File: config.mk
export PLATFORM = sky130hd
export DESIGN_NAME = sram_async_ctrl
export DESIGN_NICKNAME = d
export VERILOG_FILES = /design/src/rtl/sram_ctrl_pkg.sv /design/src/rtl/sram_ctrl_timer.sv /design/src/rtl/sram_ctrl_fsm.sv /design/src/rtl/sram_ctrl_datapath.sv /design/src/rtl/sram_async_ctrl.sv
export SDC_FILE = /design/constraint.sdc
export NUM_CORES = 1
export LEC_CHECK = 0
export BUFFER_PORTS_ARGS = -buffer_cell sky130_fd_sc_hd__buf_2
export CAP_MARGIN = 20
export CORE_UTILIZATION = 32
export DETAILED_ROUTE_END_ITERATION = 10
export GPL_ROUTABILITY_DRIVEN = 0
export SYNTH_ARGS = -nofsm -noshare
export SYNTH_HDL_FRONTEND = slang
export SYNTH_SLANG_ARGS = --single-unit
File: constraint.sdc
create_clock -name clk -period 2.12 [get_ports clk]
set_input_delay 0.106 -clock clk [delete_from_list [all_inputs] [get_ports clk]]
set_output_delay 0.106 -clock clk [all_outputs]
set_load 0.05 [all_outputs]
File: src/rtl/sram_ctrl_pkg.sv
// Shared types and cycle arithmetic for the asynchronous RAM sequencer.
// Assumes all timing values are non-negative integers in nanoseconds.
package sram_ctrl_pkg;

    typedef enum logic [2:0] {
        ST_IDLE,
        ST_READ,
        ST_TURN,
        ST_WRITE,
        ST_WREC
    } seq_state_t;

    // Cycles needed to cover ns at the given clock period, never below one.
    function automatic int ns_to_cyc(input int ns, input int period);
        int c;
        c = (ns + period - 1) / period;
        if (c < 1) c = 1;
        return c;
    endfunction

    function automatic int imax(input int a, input int b);
        return (a > b) ? a : b;
    endfunction

endpackage

File: src/rtl/sram_ctrl_timer.sv
// Phase timer: loads a count and counts down to zero, flagging done at zero.
// Assumes a load is only issued when a phase begins.
module sram_ctrl_timer #(
    parameter int CNT_W = 5
) (
    input  logic             clk,
    input  logic             rst_n,
    input  logic             load,
    input  logic [CNT_W-1:0] load_val,
    output logic             done
);
    logic [CNT_W-1:0] cnt;

    // Count down the current phase, reloading on request.
    always_ff @(posedge clk) begin
        if (!rst_n)         cnt <= '0;
        else if (load)      cnt <= load_val;
        else if (cnt != '0) cnt <= cnt - 1'b1;
    end

    assign done = (cnt == '0);
endmodule

File: src/rtl/sram_ctrl_fsm.sv
// Access sequencer: steps idle -> read -> turnaround or idle -> write -> recovery.
// It drives the RAM control strobes from flops so the pins do not glitch.
// Assumes the timer reports done on the last cycle of each loaded phase.
module sram_ctrl_fsm
    import sram_ctrl_pkg::*;
#(
    parameter int CNT_W   = 5,
    parameter int RD_CYC  = 22,
    parameter int WP_CYC  = 19,
    parameter int REC_CYC = 3,
    parameter int TA_CYC  = 8
) (
    input  logic             clk,
    input  logic             rst_n,
    input  logic             req_valid,
    input  logic             req_write,
    input  logic             tmr_done,
    output logic             req_ready,
    output logic             accept,
    output logic             capture,
    output logic             tmr_load,
    output logic [CNT_W-1:0] tmr_val,
    output logic             cs_n,
    output logic             oe_n,
    output logic             we_n,
    output logic             lanes_on,
    output logic             dq_oe,
    output logic             rsp_valid
);
    seq_state_t st, nxt;

    // Choose the next phase and the timer value that phase needs.
    always_comb begin
        nxt      = st;
        tmr_load = 1'b0;
        tmr_val  = '0;
        unique case (st)
            ST_IDLE: if (req_valid) begin
                nxt      = req_write ? ST_WRITE : ST_READ;
                tmr_load = 1'b1;
                tmr_val  = req_write ? CNT_W'(WP_CYC - 1) : CNT_W'(RD_CYC - 1);
            end
            ST_READ: if (tmr_done) begin
                nxt      = ST_TURN;
                tmr_load = 1'b1;
                tmr_val  = CNT_W'(TA_CYC - 1);
            end
            ST_WRITE: if (tmr_done) begin
                nxt      = ST_WREC;
                tmr_load = 1'b1;
                tmr_val  = CNT_W'(REC_CYC - 1);
            end
            ST_TURN, ST_WREC: if (tmr_done) nxt = ST_IDLE;
            default: nxt = ST_IDLE;
        endcase
    end

    assign req_ready = (st == ST_IDLE);
    assign accept    = req_ready && req_valid;
    assign capture   = (st == ST_READ) && tmr_done;

    // Register the state and the pin strobes decoded from the next state.
    always_ff @(posedge clk) begin
        if (!rst_n) begin
            st        <= ST_IDLE;
            cs_n      <= 1'b1;
            oe_n      <= 1'b1;
            we_n      <= 1'b1;
            lanes_on  <= 1'b0;
            dq_oe     <= 1'b0;
            rsp_valid <= 1'b0;
        end else begin
            st        <= nxt;
            cs_n      <= !((nxt == ST_READ) || (nxt == ST_WRITE));
            oe_n      <= (nxt != ST_READ);
            we_n      <= (nxt != ST_WRITE);
            lanes_on  <= (nxt == ST_READ) || (nxt == ST_WRITE);
            dq_oe     <= (nxt == ST_WRITE) || ((nxt == ST_WREC) && (st == ST_WRITE));
            rsp_valid <= capture;
        end
    end
endmodule

File: src/rtl/sram_ctrl_datapath.sv
// Request latches and read capture. Holds the address, data and lane mask
// for the whole access and masks disabled lanes out of the returned word.
// Assumes DATA_W is a whole number of bytes.
module sram_ctrl_datapath #(
    parameter int ADDR_W = 17,
    parameter int DATA_W = 16,
    parameter int LANES  = DATA_W / 8
) (
    input  logic              clk,
    input  logic              rst_n,
    input  logic              accept,
    input  logic              capture,
    input  logic              lanes_on,
    input  logic [ADDR_W-1:0] req_addr,
    input  logic [DATA_W-1:0] req_wdata,
    input  logic [LANES-1:0]  req_be,
    input  logic [DATA_W-1:0] sram_dq_i,
    output logic [ADDR_W-1:0] sram_addr,
    output logic [DATA_W-1:0] sram_dq_o,
    output logic [LANES-1:0]  sram_bs_n,
    output logic [DATA_W-1:0] rsp_rdata
);
    logic [LANES-1:0]  be_q;
    logic [DATA_W-1:0] lane_mask;

    for (genvar g = 0; g < LANES; g++) begin : g_lane
        assign lane_mask[g*8 +: 8] = {8{be_q[g]}};
    end

    // Latch the request on acceptance so later changes on the inputs are ignored.
    always_ff @(posedge clk) begin
        if (!rst_n) begin
            sram_addr <= '0;
            sram_dq_o <= '0;
            be_q      <= '0;
        end else if (accept) begin
            sram_addr <= req_addr;
            sram_dq_o <= req_wdata;
            be_q      <= req_be;
        end
    end

    // Capture the bus on the last read cycle, keeping only enabled lanes.
    always_ff @(posedge clk) begin
        if (!rst_n)       rsp_rdata <= '0;
        else if (capture) rsp_rdata <= sram_dq_i & lane_mask;
    end

    assign sram_bs_n = ~(be_q & {LANES{lanes_on}});
endmodule

File: src/rtl/sram_async_ctrl.sv
// Top of the asynchronous static RAM sequencer. It turns single handshaked
// read/write requests into RAM pin sequences timed in whole clock cycles.
// Assumes one outstanding request and a pad ring that builds the tri-state
// buffer from sram_dq_o / sram_dq_oe / sram_dq_i.
module sram_async_ctrl
    import sram_ctrl_pkg::*;
#(
    parameter int ADDR_W        = 17,
    parameter int DATA_W        = 16,
    parameter int CLK_PERIOD_NS = 4,
    parameter int T_RC_NS       = 85,
    parameter int T_AA_NS       = 85,
    parameter int T_WC_NS       = 85,
    parameter int T_WP_NS       = 60,
    parameter int T_AW_NS       = 75,
    parameter int T_CW_NS       = 70,
    parameter int T_BW_NS       = 75,
    parameter int T_DW_NS       = 35,
    parameter int T_TURN_NS     = 30
) (
    input  logic              clk,
    input  logic              rst_n,
    input  logic              req_valid,
    output logic              req_ready,
    input  logic              req_write,
    input  logic [ADDR_W-1:0] req_addr,
    input  logic [DATA_W-1:0] req_wdata,
    input  logic [DATA_W/8-1:0] req_be,
    output logic              rsp_valid,
    output logic [DATA_W-1:0] rsp_rdata,
    output logic [ADDR_W-1:0] sram_addr,
    output logic              sram_cs_n,
    output logic              sram_oe_n,
    output logic              sram_we_n,
    output logic [DATA_W/8-1:0] sram_bs_n,
    output logic [DATA_W-1:0] sram_dq_o,
    output logic              sram_dq_oe,
    input  logic [DATA_W-1:0] sram_dq_i
);
    localparam int LANES   = DATA_W / 8;
    localparam int RD_CYC  = imax(ns_to_cyc(T_RC_NS, CLK_PERIOD_NS),
                                  ns_to_cyc(T_AA_NS, CLK_PERIOD_NS));
    localparam int WP_CYC  = imax(imax(ns_to_cyc(T_WP_NS, CLK_PERIOD_NS),
                                       ns_to_cyc(T_AW_NS, CLK_PERIOD_NS)),
                                  imax(imax(ns_to_cyc(T_CW_NS, CLK_PERIOD_NS),
                                            ns_to_cyc(T_BW_NS, CLK_PERIOD_NS)),
                                       ns_to_cyc(T_DW_NS, CLK_PERIOD_NS)));
    localparam int REC_CYC = imax(1, ns_to_cyc(T_WC_NS, CLK_PERIOD_NS) - WP_CYC);
    localparam int TA_CYC  = ns_to_cyc(T_TURN_NS, CLK_PERIOD_NS);
    localparam int CNT_MAX = imax(imax(RD_CYC, WP_CYC), imax(REC_CYC, TA_CYC));
    localparam int CNT_W   = $clog2(CNT_MAX + 1);

    logic             accept, capture, tmr_load, tmr_done, lanes_on;
    logic [CNT_W-1:0] tmr_val;

    sram_ctrl_timer #(.CNT_W(CNT_W)) i_timer (
        .clk(clk), .rst_n(rst_n), .load(tmr_load), .load_val(tmr_val), .done(tmr_done)
    );

    sram_ctrl_fsm #(
        .CNT_W(CNT_W), .RD_CYC(RD_CYC), .WP_CYC(WP_CYC),
        .REC_CYC(REC_CYC), .TA_CYC(TA_CYC)
    ) i_fsm (
        .clk(clk), .rst_n(rst_n), .req_valid(req_valid), .req_write(req_write),
        .tmr_done(tmr_done), .req_ready(req_ready), .accept(accept),
        .capture(capture), .tmr_load(tmr_load), .tmr_val(tmr_val),
        .cs_n(sram_cs_n), .oe_n(sram_oe_n), .we_n(sram_we_n),
        .lanes_on(lanes_on), .dq_oe(sram_dq_oe), .rsp_valid(rsp_valid)
    );

    sram_ctrl_datapath #(.ADDR_W(ADDR_W), .DATA_W(DATA_W), .LANES(LANES)) i_dp (
        .clk(clk), .rst_n(rst_n), .accept(accept), .capture(capture),
        .lanes_on(lanes_on), .req_addr(req_addr), .req_wdata(req_wdata),
        .req_be(req_be), .sram_dq_i(sram_dq_i), .sram_addr(sram_addr),
        .sram_dq_o(sram_dq_o), .sram_bs_n(sram_bs_n), .rsp_rdata(rsp_rdata)
    );
endmodule

Word-level counts from Yosys, hierarchy flattened
Index checks and enable logic that the tools add are counted.
{ "totals": {"elab_cells": 53, "register_bits": 65} }
{ "classes": {"eq_ne": 9, "reduce_logical": 12, "addsub": 1, "bitwise_logic": 3, "n_mux": 16} }
{ "op_table": {"columns": ["operator", "count"], "rows": [
  ["$mux W3", 6],
  ["$and A16 B16 Y16", 1],
  ["$mux W5", 3],
  ["$pmux W5 S3", 1],
  ["$pmux W3 S4", 1],
  ["$eq A3 B2 Y1 const B", 3],
  ["$eq A3 B1 Y1 const B", 2],
  ["$eq A3 B3 Y1 const B", 2],
  ["$logic_not A5 Y1", 1],
  ["$reduce_bool A5 Y1", 1],
  ["$sub A5 B1 Y5 const B", 1],
  ["$mux W2", 2],
  ["$reduce_or A2 Y1", 2],
  ["$logic_and A1 B1 Y1", 3],
  ["$logic_not A3 Y1", 1],
  ["$ne A3 B1 Y1 const B", 1],
  ["$ne A3 B2 Y1 const B", 1],
  ["$and A2 B2 Y2", 1],
  ["$logic_or A1 B1 Y1", 2],
  ["$mux W1", 2],
  ["$not A2 Y2", 1],
  ["$pmux W1 S2", 1],
  ["$reduce_bool A2 Y1", 1],
  ["$logic_not A1 Y1", 1]
]} }

Longest topological paths before layout
{ "logic_depth": {"ltp_word": 6, "ltp_mapped": 8} }

Hierarchy
A second synthesis with hierarchy kept.
{ "hier_totals": {"hier_cells": 262, "area_unflattened_um2": 2715.1} }
{ "modules_own_cells": {"columns": ["module", "seq_area_each_um2", "instances", "cells_per_inst", "area_per_inst_um2"], "rows": [
  ["sram_ctrl_datapath", 1021.0, 1, 187, 2018.2],
  ["sram_ctrl_fsm", 180.2, 1, 41, 396.6],
  ["sram_ctrl_timer", 100.1, 1, 34, 300.3]
]} }

Worst setup path after synthesis
Ideal clock, no wire load.
{ "synth_timing": {"path_kind": "register to register", "from": "register i_fsm.st[2]", "to": "register i_timer.cnt[2]", "setup_slack_ns": -0.315, "path_buffers": 2, "setup_ns": 0.120, "stages_incl_launch_ff": 7, "arrival_time_ns": 2.316, "period_less_slack_ns": 2.435, "path_cell_list": "dfxtp_1 > buf_2 > nor3_1 > and2_1 > buf_4 > nor3_1 > o31a_1"} }
{ "synth_lines": {"columns": ["element", "line_no", "source"], "rows": [
  ["start: declaration", "sram_ctrl_fsm.sv:30", "seq_state_t st, nxt;"],
  ["start signal: assignment", "sram_ctrl_fsm.sv:73", "st <= nxt;"],
  ["$logic_not A3 Y1 *", null, null],
  ["net req_ready", "sram_async_ctrl.sv:24", "output logic req_ready,"],
  ["$pmux W5 S3 or $pmux W1 S2 (tied branches)", "sram_ctrl_fsm.sv:37", "unique case (st)"],
  ["$mux W5 or $reduce_bool A2 Y1 (tied branches)", null, null],
  ["end signal: assignment", "sram_ctrl_timer.sv:17", "else if (load) cnt <= load_val;"],
  ["end signal: assignment", "sram_ctrl_timer.sv:18", "else if (cnt != '0) cnt <= cnt - 1'b1;"],
  ["end: declaration", "sram_ctrl_timer.sv:12", "logic [CNT_W-1:0] cnt;"]
]} }
Mark *: on every way through the listed nets, which the timed path passes. The rest lies on a longest branch.
A chain may end at the register's enable or synchronous reset.

Final worst setup path
{ "layout_timing": {"from": "register i_timer.cnt[0]", "to": "register i_dp.rsp_rdata[1]"} }
{ "layout_between": {"elab_chain_cells": 2} }
{ "layout_rtl": {"columns": ["element", "line_no", "source"], "rows": [
  ["$logic_not A5 Y1", "sram_ctrl_timer.sv:21", "assign done = (cnt == '0);"],
  ["$logic_and A1 B1 Y1", "sram_ctrl_fsm.sv:60", "assign capture = (st == ST_READ) && tmr_done;"],
  ["end signal: assignment", "sram_ctrl_datapath.sv:46", "else if (capture) rsp_rdata <= sram_dq_i & lane_mask;"],
  ["end: declaration", "sram_ctrl_datapath.sv:21", "output logic [DATA_W-1:0] rsp_rdata"]
]} }
No other way between the ends.

==> impl_summary.log <==
[metrics] source-to-sink clock delay at the later pin of the worst-skew pair: about 340 ps
[metrics] path class of the lowest-slack min-delay path: input pin to register
[metrics] sum of internal, switching and leakage power: between 3 and 4 mW
[metrics] data arrival at the endpoint of the critical path: between 2000 and 2500 ps
[metrics] die height: about 87 microns
[metrics] max-slew violations: 0
[metrics] RSZ-0062 raised after global routing: no
[metrics] synthesized netlist net count: 314
[metrics] Max-cap violations: 0
[metrics] share of power burned in combinational logic: 0.358
[metrics] root buf cell: clkbuf_8
[metrics] DP Wirelength: between 3000 and 4000 microns
[metrics] Placed Area: 2970 sq um
[metrics] Die Span X: 87.3 microns
[metrics] die area: approximately 7600 sq um
[metrics] global-route wire length before repair: just under 10000 microns
[metrics] most common cell in the netlist: nand2_1
[metrics] post-CTS resize count: 0
[metrics] maximum clock frequency: slightly above 0.5 GHz
[metrics] post-synth design cell area: around 2300 sq um
[metrics] Post-synth ARST share: 0
[metrics] final setup margin: ~190 ps
[metrics] proportion of layout cells with a drive suffix above 1: 0.330
[metrics] number of sinks on the clock net: between 60 and 70
[metrics] number of nets in the finished design: 473
[metrics] largest net degree at the start of global routing: 23
[metrics] switching component of the power: roughly 1.5 mW
[metrics] Period minus WS final: roughly 1900 ps
[metrics] dominant register cell in the synthesized netlist: dfxtp_1
[metrics] Worst setup SP type: register
[metrics] Critical Path Sink Type: register
[metrics] final hold slack: 24.1 ps
[metrics] buffer depth of the longest clock path: 2
[metrics] Power Internal: approximately 2.4 mW
[metrics] iteration-0 DRC count of the detailed router: 94
[metrics] Netlist cell types: 33
[metrics] portion of synthesized cell area occupied by the leading cell type: 0.559
[metrics] routed wirelength normalized by instance count: ~12 microns
[metrics] main area contributors after synthesis: dfxtp_1, nand2_1, a21oi_1
[metrics] vias per cell: between 4 and 5
[metrics] first-pass iteration count of the detailed router: 5
[metrics] number of nets with antenna violations after detailed routing: 0
[metrics] Clock Skew: 9.61 ps
[metrics] number of buffers created by CTS: 9
[metrics] post-synth top area cell: dfxtp_1
[metrics] clock tree from TritonCTS: done
[metrics] count of inserted antenna diode cells: 0
[metrics] number of setup violations in the final report: 0
[metrics] clock network power share: 0.256
[metrics] overall routed net length: approximately 6200 microns
[metrics] Switching Fraction: 0.384
[metrics] Fillers: around 650
[metrics] Fin Setup TNS: 0 ps
[metrics] worst slew pin tran: about 670 ps
[metrics] count of pins on the block boundary: around 110
[metrics] cell area power density: ~1100 nW/um^2
[metrics] final core utilization: 0.528
[metrics] via count of the first global-routing pass: about 2200
[metrics] total non-filler cell area in the finished layout: about 3600 sq um
[metrics] Seq pwr share: 0.386
[metrics] total gr overflow: 0
[metrics] leakage power summed over all cells: roughly 1.7 nW
[metrics] number of H-tree levels: 3
[metrics] run status: completed
[metrics] Synth Register Bits: between 60 and 70
[metrics] antenna violations before repair: 0
[metrics] startpoint-to-endpoint class of the critical path: register to register
[metrics] Slew headroom: 0.553
[metrics] total number of vias: approximately 2300
[metrics] Initial Util: 0.337
[metrics] total DRC errors in the routed layout: 0
[metrics] number of cells produced by synthesis: between 200 and 300
[metrics] number of warnings issued by yosys: 0
[metrics] number of endpoints with negative hold slack in the final report: 0
[metrics] number of rows in the core area: 30
[metrics] synthesis-to-layout area growth: 56.6%
[metrics] Final period util: 0.911
[metrics] Cell Count Post-Placement: roughly 450
[metrics] Core Area: 6910 sq um
[metrics] clock transition at the register clock pins on the worst setup and hold paths after CTS: 70 ps
[metrics] top cells by count, synth: nand2_1, dfxtp_1, a21oi_1
[metrics] EDFF count, synth: 0
[metrics] fraction of the yosys area taken by sequential cells: 0.559
[metrics] mean instance size in the synthesized netlist: just over 9 sq um
[metrics] Critical Path RT: roughly 2400 ps
[metrics] Place WS: approximately 200 ps
[metrics] worst-path fanout max: 16
[metrics] count of placed standard cells in the final layout, fillers left out: approximately 520
[metrics] largest vdd supply drop: approximately 0.56 mV
[metrics] number of buffer cells added on primary ports: around 110
[metrics] overall fraction of global-route tracks in use: 0.167
==> registers in the layout, indices dropped and copies added (netlist names), 2 cells and up <==
name / cells
i_dp.sram_addr: 17
i_dp.rsp_rdata: 16
i_dp.sram_dq_o: 16
i_timer.cnt: 5
i_fsm.st: 3
i_dp.be_q: 2
==> power by group through the flow <==
| stage | Combinational (mW) | Clock (mW) | Sequential, mW |
|---|---|---|---|
| floorplan | 0.692 | 0 | 1.93 |
| global placement | 1.34 | 0 | 1.55 |
| detailed placement | 1.34 | 0 | 1.56 |
| CTS | 1.42 | 1.06 | 1.53 |
| global route | 1.55 | 1.11 | 1.55 |
| finish | 1.42 | 1.02 | 1.53 |
==> final timing paths <==
check                                  start                         endpoint  slack [ps]  cells after the start
max reg2reg      i_timer.cnt[0]$_SDFFE_PN0P_   i_dp.rsp_rdata[1]$_SDFFE_PN0N_         190                      6
max              i_timer.cnt[0]$_SDFFE_PN0P_   i_dp.rsp_rdata[1]$_SDFFE_PN0N_         190                      6
min                              req_addr[4]   i_dp.sram_addr[4]$_SDFFE_PN0P_          20                      3
min reg2reg  i_dp.sram_dq_o[15]$_SDFFE_PN0P_  i_dp.sram_dq_o[15]$_SDFFE_PN0P_         450                      2
==> area by class of cell <==
type / count / area [sq um] / area share
inverters: 6 / 22.5 / 0.00617
clock buffers: 9 / 124 / 0.0340
well taps: 96 / 120 / 0.0329
flip-flops and latches: 65 / 1300 / 0.357
repair buffers: 166 / 1100 / 0.302
multi-input cells: 168 / 908 / 0.249
clock inverters: 7 / 70.1 / 0.0192
==> cell usage in the layout (no fill, tap or decap), drive strengths merged, types with 2 or more instances in the layout <==
cell	n
o31a	3
xnor2	2
a22o	16
nand2	76
ha	2
nor2	5
buf	118
nor3	6
clkbuf	9
o21ai	2
and2	3
inv	7
dfxtp	65
clkinv	4
a21oi	38
dlygate4sd3	48
==> repair_timing <==
action                    CTS  global route
hold endpoints to repair   48             0
hold buffers               48             0
buffers inserted            0             0
==> critical path: stages (launching register included) <==
cell and delay, ps:
dfxtp_1 340, inv_1 80, ha_1 170, nor4b_4 350, nand2_1 120, o31a_1 450
a22o_1 310
==> metal layers <==
metal  global-route usage  vias to the layer above  wire length, microns
met4               0.0760                        0                    98
li1                     -                     1186                     -
met1                0.179                     1056                  2720
met5                    0                        -                     0
met3               0.0559                       10                   467
met2                0.295                       93                  2950
==> kinds of logic after synthesis <==
group	synth area share
AOI/OAI and AO/OA	0.172
muxes	0.00913
adders and majority gates	0.0107
xor gates and xnor gates	0.00752
buffers and inverters	0.0537
and+or+nand+nor	0.188
DFF	0.559
No activity file was read; power rests on OpenSTA's default activity.
